===== src/rtl/wk_pkg.sv =====
package wk_pkg;

    typedef enum logic {
        WAKE_IDLE = 1'b0,
        WAKE_ADDR = 1'b1
    } wake_mode_e;

    localparam int NUM_FLAGS  = 5;
    localparam int FLG_FULL   = 0;
    localparam int FLG_IDLE   = 1;
    localparam int FLG_OVRN   = 2;
    localparam int FLG_NOISE  = 3;
    localparam int FLG_FRAME  = 4;

    typedef struct packed {
        logic done;
        logic msb;
    } char_evt_t;

    typedef struct packed {
        logic       wr;
        logic       sleep;
        wake_mode_e mode;
    } sw_cmd_t;

    function automatic logic is_addr_mark(input wake_mode_e m, input char_evt_t c);
        return (m == WAKE_ADDR) && c.done && c.msb;
    endfunction

    function automatic logic is_idle_wake(input wake_mode_e m, input logic idle, input logic armed);
        return (m == WAKE_IDLE) && idle && armed;
    endfunction

endpackage


===== src/rtl/wk_arm_track.sv =====
module wk_arm_track
    import wk_pkg::*;
(
    input  logic      clk,
    input  logic      rst,
    input  char_evt_t chr,
    input  logic      idle_det,
    output logic      armed
);
    logic armed_q;

    always_ff @(posedge clk) begin
        if (rst) begin
            armed_q <= 1'b0;
        end else if (chr.done) begin
            armed_q <= 1'b1;
        end else if (idle_det) begin
            armed_q <= 1'b0;
        end
    end

    assign armed = armed_q;
endmodule


===== src/rtl/wk_wake_logic.sv =====
module wk_wake_logic
    import wk_pkg::*;
(
    input  logic       sleep_q,
    input  wake_mode_e mode_q,
    input  char_evt_t  chr,
    input  logic       idle_det,
    input  logic       armed,
    output logic       hw_wake,
    output logic       inhibit
);
    logic addr_hit;
    logic idle_hit;

    always_comb begin
        addr_hit = is_addr_mark(mode_q, chr);
        idle_hit = is_idle_wake(mode_q, idle_det, armed);
        hw_wake  = sleep_q && (addr_hit || idle_hit);
        inhibit  = sleep_q && !addr_hit;
    end
endmodule


===== src/rtl/wk_ctrl_reg.sv =====
module wk_ctrl_reg
    import wk_pkg::*;
(
    input  logic       clk,
    input  logic       rst,
    input  sw_cmd_t    cmd,
    input  logic       hw_wake,
    output logic       sleep_q,
    output wake_mode_e mode_q
);
    logic       sleep_d;
    wake_mode_e mode_d;

    always_comb begin
        sleep_d = sleep_q;
        mode_d  = mode_q;
        if (cmd.wr) begin
            sleep_d = cmd.sleep;
            mode_d  = cmd.mode;
        end
        if (hw_wake) begin
            sleep_d = 1'b0;
        end
    end

    always_ff @(posedge clk) begin
        if (rst) begin
            sleep_q <= 1'b0;
            mode_q  <= WAKE_IDLE;
        end else begin
            sleep_q <= sleep_d;
            mode_q  <= mode_d;
        end
    end
endmodule


===== src/rtl/wk_flag_gate.sv =====
module wk_flag_gate #(
    parameter int NFLAG = 5
) (
    input  logic             inhibit,
    input  logic [NFLAG-1:0] req,
    output logic [NFLAG-1:0] set
);
    for (genvar i = 0; i < NFLAG; i++) begin : g_gate
        assign set[i] = req[i] & ~inhibit;
    end
endmodule


===== src/rtl/rx_wake_ctl.sv =====
module rx_wake_ctl
    import wk_pkg::*;
#(
    parameter int NFLAG = wk_pkg::NUM_FLAGS
) (
    input  logic             clk,
    input  logic             rst,
    input  logic             sw_wr,
    input  logic             sw_sleep,
    input  logic             sw_mode,
    input  logic             char_done,
    input  logic             char_msb,
    input  logic             idle_det,
    input  logic [NFLAG-1:0] flag_req,
    output logic             sleep,
    output logic             mode,
    output logic             flag_inhibit,
    output logic [NFLAG-1:0] flag_set
);
    char_evt_t  chr;
    sw_cmd_t    cmd;
    logic       armed_q;
    logic       hw_wake;
    logic       inhibit;
    logic       sleep_q;
    wake_mode_e mode_q;

    assign chr.done  = char_done;
    assign chr.msb   = char_msb;
    assign cmd.wr    = sw_wr;
    assign cmd.sleep = sw_sleep;
    assign cmd.mode  = wake_mode_e'(sw_mode);

    wk_arm_track u_arm (
        .clk      (clk),
        .rst      (rst),
        .chr      (chr),
        .idle_det (idle_det),
        .armed    (armed_q)
    );

    wk_wake_logic u_wake (
        .sleep_q  (sleep_q),
        .mode_q   (mode_q),
        .chr      (chr),
        .idle_det (idle_det),
        .armed    (armed_q),
        .hw_wake  (hw_wake),
        .inhibit  (inhibit)
    );

    wk_ctrl_reg u_reg (
        .clk     (clk),
        .rst     (rst),
        .cmd     (cmd),
        .hw_wake (hw_wake),
        .sleep_q (sleep_q),
        .mode_q  (mode_q)
    );

    wk_flag_gate #(.NFLAG(NFLAG)) u_gate (
        .inhibit (inhibit),
        .req     (flag_req),
        .set     (flag_set)
    );

    assign sleep        = sleep_q;
    assign mode         = mode_q;
    assign flag_inhibit = inhibit;
endmodule


===== config.mk =====
export PLATFORM = sky130hd
export DESIGN_NAME = rx_wake_ctl
export DESIGN_NICKNAME = d
export VERILOG_FILES = /design/src/rtl/wk_pkg.sv /design/src/rtl/wk_arm_track.sv /design/src/rtl/wk_wake_logic.sv /design/src/rtl/wk_ctrl_reg.sv /design/src/rtl/wk_flag_gate.sv /design/src/rtl/rx_wake_ctl.sv
export SDC_FILE = /design/constraint.sdc
export NUM_CORES = 1
export LEC_CHECK = 0
export CORE_AREA = 2 2 39 41
export CTS_CLUSTER_SIZE = 12
export DETAILED_ROUTE_END_ITERATION = 10
export DIE_AREA = 0 0 41 43
export GPL_ROUTABILITY_DRIVEN = 0
export PLACE_DENSITY = 0.56
export SKIP_LAST_GASP = 1
export SYNTH_ARGS = -nofsm -noshare
export SYNTH_HDL_FRONTEND = slang
export SYNTH_SLANG_ARGS = --single-unit

===== constraint.sdc =====
create_clock -name clk -period 1.6 [get_ports clk]
set_input_delay 0.32 -clock clk [delete_from_list [all_inputs] [get_ports clk]]
set_output_delay 0.32 -clock clk [all_outputs]
set_load 0.01 [all_outputs]

* Word-level counts from Yosys, hierarchy flattened
Index checks and enable logic that the tools add are counted.
Operators by class: bitwise operators 7, muxes and demuxes 2, reductions and logical operators 10
Operators with widths (count):
- logical AND 1 bit | 6
- bitwise AND 1 bit | 5
- two-way mux 1 bit | 2
- inverter 1 bit | 2
- nonzero test 2 bit | 1
- OR reduction 2 bit | 1
- zero test 1 bit | 1
- logical OR 1 bit | 1
Word-level totals: input bits 13, output and inout port bits 8, word-level logic and storage cells 22, bits in registers 3

* Logic depth before layout (Yosys ltp)
depth in word-level cells 6, gate-level depth with buffers 2, gate-level depth less buffers 2

* By module
Synthesis repeated with hierarchy kept, for this count alone.
Unflattened totals: cell total of the unflattened synthesis 19, area, all modules 170.2 sq um
By module, submodules not included:
- wk_ctrl_reg | area each 73.8 sq um, sequential area each 40.0 sq um, cells each 6, instances 1
- wk_arm_track | area each 38.8 sq um, sequential area each 20.0 sq um, cells each 4, instances 1
- wk_flag_gate | area each 31.3 sq um, sequential area each 0.0 sq um, cells each 5, instances 1
- wk_wake_logic | area each 26.3 sq um, sequential area each 0.0 sq um, cells each 4, instances 1

* Least setup slack after synthesis
No wires, ideal clock.
path type flip-flop to output port, start register u_reg.mode_q, end output port flag_set[0], buffers on the path 0, data required time 1.280 ns, stages on the path, launching flop included 3, arrival time 0.881 ns, setup slack 0.399 ns, cells stage by stage dfxtp_1 nand3_1 a21boi_0
On the way: longest elaborated chain between the ends 6
Ends and longest elaborated chain:
- start: declaration | line wk_ctrl_reg.sv:9 | output wake_mode_e mode_q
- start signal: assignment | line wk_ctrl_reg.sv:32 | mode_q <= mode_d;
- logical AND 1 bit (2 in a row) | line wk_pkg.sv:27 | return (m == WAKE_ADDR) && c.done && c.msb;
- zero test 1 bit | line wk_wake_logic.sv:19 | inhibit = sleep_q && !addr_hit;
- logical AND 1 bit | line wk_wake_logic.sv:19
- inverter 1 bit | line wk_flag_gate.sv:9 | assign set[i] = req[i] & ~inhibit;
- bitwise AND 1 bit | line wk_flag_gate.sv:9
- end: declaration | line rx_wake_ctl.sv:18 | output logic [NFLAG-1:0] flag_set
No other way between the ends.

* Final worst setup path
start register u_reg.mode_q, end output port mode
RTL lines:
- end: declaration | line rx_wake_ctl.sv:16 | output logic mode,
No word-level cell between the ends.

==> out/results.txt <==
H-tree Lvls - 1
Worst hold path type - flip-flop to flip-flop
Layout cell share with drive strength beyond 1 - 0.222
Reg power frac - 0.286
Commonest cells in the netlist - a21boi_0, dfxtp_1, mux2i_1
Cell taking the most area after synthesis - dfxtp_1
Worst slew pin tran - 0.163 ns
Worst IR Drop VDD - 0.343 mV
Worst setup margin - 0.0617 ns
Row cnt - 14
Crit path launch type - flip-flop
Clock sinks - 3
Unrepaired setup endpoints after global routing - no
Number of remaining DRC errors - 0
Via count - 239
Area grow syn2layout - 142%
Setup Skew - 0.00233 ns
Final Setup Violations - 0
Initial Util - 0.130
Vias in the first global route - 252
Crit path max-delay cell type - clkdlybuf4s50_1
Total track usage - 0.0832
Core Box Area - 1380 um2
Synth Register Bits - 3
Period utilization - 0.961
WS Path Type - flip-flop to output pin
Iteration-0 DRC Markers - 0
Top FF cell, synth - dfxtp_1
Port-buffer cells - 20
Global route overflow - 0
Relative slew slack - 0.888
Post-layout nets - 59
Unique masters post-synth - 12
Pwr Density - 684 nW/um2
Hpwl dp - 464 um
Crit Path Max Fanout - 4
Final design utilization - 0.315
Yosys warns - 0
Setup TNS - 0 ns
Crit-path cells - buf_4, clkdlybuf4s50_1
Register area share after synthesis - 0.333
Die W - 41 um
Reg2Reg Setup Slack - 0.64 ns
Max Cap Viol - 0
NetSw - 0.0725 mW
Synth top area share - 0.333
DRT Pass-1 Iters - 1
Data required time of the worst path - 1.28 ns
TritonCTS buffer count - 3
Die height - 43 um
Comb pwr share - 0.259
Status - finished, final reports clean
I/O Pins - 21
Setup WS pre-CTS - -0.477 ns
Final WL - 606 um
Vias per cell - 3.92
Initial antenna violation count - 0
First-pass GRT wire length - 876 um
Mapped Cells - 19
Syn_area_per_cell - 9.48 um2
Clock power frac - 0.455
Clock-pin transition on the worst setup and hold timing paths - 0.04 ns
Fill cells - 162
Tmin final - 1.54 ns
CP max stage delay - 0.52 ns
Max Slew Vio Count - 0
Post-Layout Inst Area - 435 um2
Post-synth EDFFs - 0
Placed inst area - 415 um2
Post-synth ARST share - 0
Syn Nets - 32
Cell with the most instances after synthesis - a21boi_0
Kind of end point of the critical path - output pin
Diode count - 0
Clock buffer depth - 2
Leak - 0.191 nW
Fmax - 650 MHz
Worst-Skew Late Latency - 0.24 ns
Final Hold Viols - 0
Post-Syn Area - 180 um2
CTS root buf - clkbuf_4
Synth top area cells - dfxtp_1, a21boi_0, mux2i_1, nor4_2, and4b_1
Hold buffers post-CTS - 0
Largest net degree at the start of global routing - 11
Switching Fraction - 0.243
Post-route ant nets - 0
Crit path DAT - 1.22 ns
Total internal power - 0.225 mW
WL/cell - 9.93 um
CTS tree - done
Die area - 1760 um2
through the flow:
step	std cells	hold WS (ns)	total power [mW]
final	61	0.470	0.298
after global routing	61	0.504	0.322
after CTS	61	0.474	0.309
after detailed placement	57	0.468	0.173
after global placement	57	0.459	0.173
after floorplan	19	0.389	0.108
what timing repair did:
item                                    in CTS  in global routing
endpoints found under the setup margin       7                  2
pin swaps                                    1                  0
setup buffers                                0                  0
endpoints found under the hold margin        0                  0
gates resized for setup                     11                  2
worst max-delay path, delay by kind of cell (launching register included):
kind | cells | cell delay (ns)
buf+inv | 2 | 0.65
flops | 1 | 0.33
cells by family after synthesis:
| family | count (synthesis) | share of synthesized area |
|---|---|---|
| and+or+nand+nor | 7 | 0.299 |
| DFF | 3 | 0.333 |
| AOI/OAI and AO/OA | 6 | 0.236 |
| buffers and inverters | 1 | 0.0208 |
| muxes | 2 | 0.111 |
layer usage:
metal / GRT usage / vias to the layer above / routed length, um
li1: - / 124 / -
met1: 0.0607 / 103 / 253
met2: 0.125 / 12 / 306
met3: 0.0628 / 0 / 45
met4: 0.0800 / 0 / 0
met5: 0 / - / 0
flip-flops by register name, summed over array words and instances (netlist names):
register	flops
u_reg.sleep_q	1
u_arm.armed	1
u_reg.mode_q	1
worst paths after layout:
kind,startpoint,to,cells past startpoint
hold reg to reg,u_arm.armed$_SDFFE_PP0P_,u_arm.armed$_SDFFE_PP0P_,2
setup reg to reg,u_reg.mode_q$_SDFFE_PP0P_,u_reg.sleep_q$_SDFFE_PP0P_,3
hold / removal,u_arm.armed$_SDFFE_PP0P_,u_arm.armed$_SDFFE_PP0P_,2
setup / recovery,u_reg.mode_q$_SDFFE_PP0P_,mode,2
power by group through the flow:
stage / clock network (mW) / registers (mW) / logic [mW]
after global placement: 0 / 0.0856 / 0.0876
final: 0.135 / 0.0853 / 0.0772
after global routing: 0.152 / 0.0859 / 0.0845
after floorplan: 0 / 0.0867 / 0.0218
after detailed placement: 0 / 0.0857 / 0.0870
after CTS: 0.145 / 0.0853 / 0.0789
cell type report:
cell class / instances / area, um2 / area share
Clock buffer: 4 / 26.3 / 0.0603
Multi-Input combinational cell: 15 / 121 / 0.279
Sequential cell: 3 / 61.3 / 0.141
Timing Repair Buffer: 22 / 203 / 0.466
Tap cell: 16 / 20.0 / 0.0460
Inverter: 1 / 3.75 / 0.00862
cell usage in the layout (no fill, tap or decap), types with 2 or more instances in the layout:
cell type,n
clkdlybuf4s50_1,12
dlygate4sd2_1,6
a21boi_0,5
clkbuf_4,3
mux2i_1,2
buf_4,2
dfxtp_1,2
(Power assumes the default switching activity.)
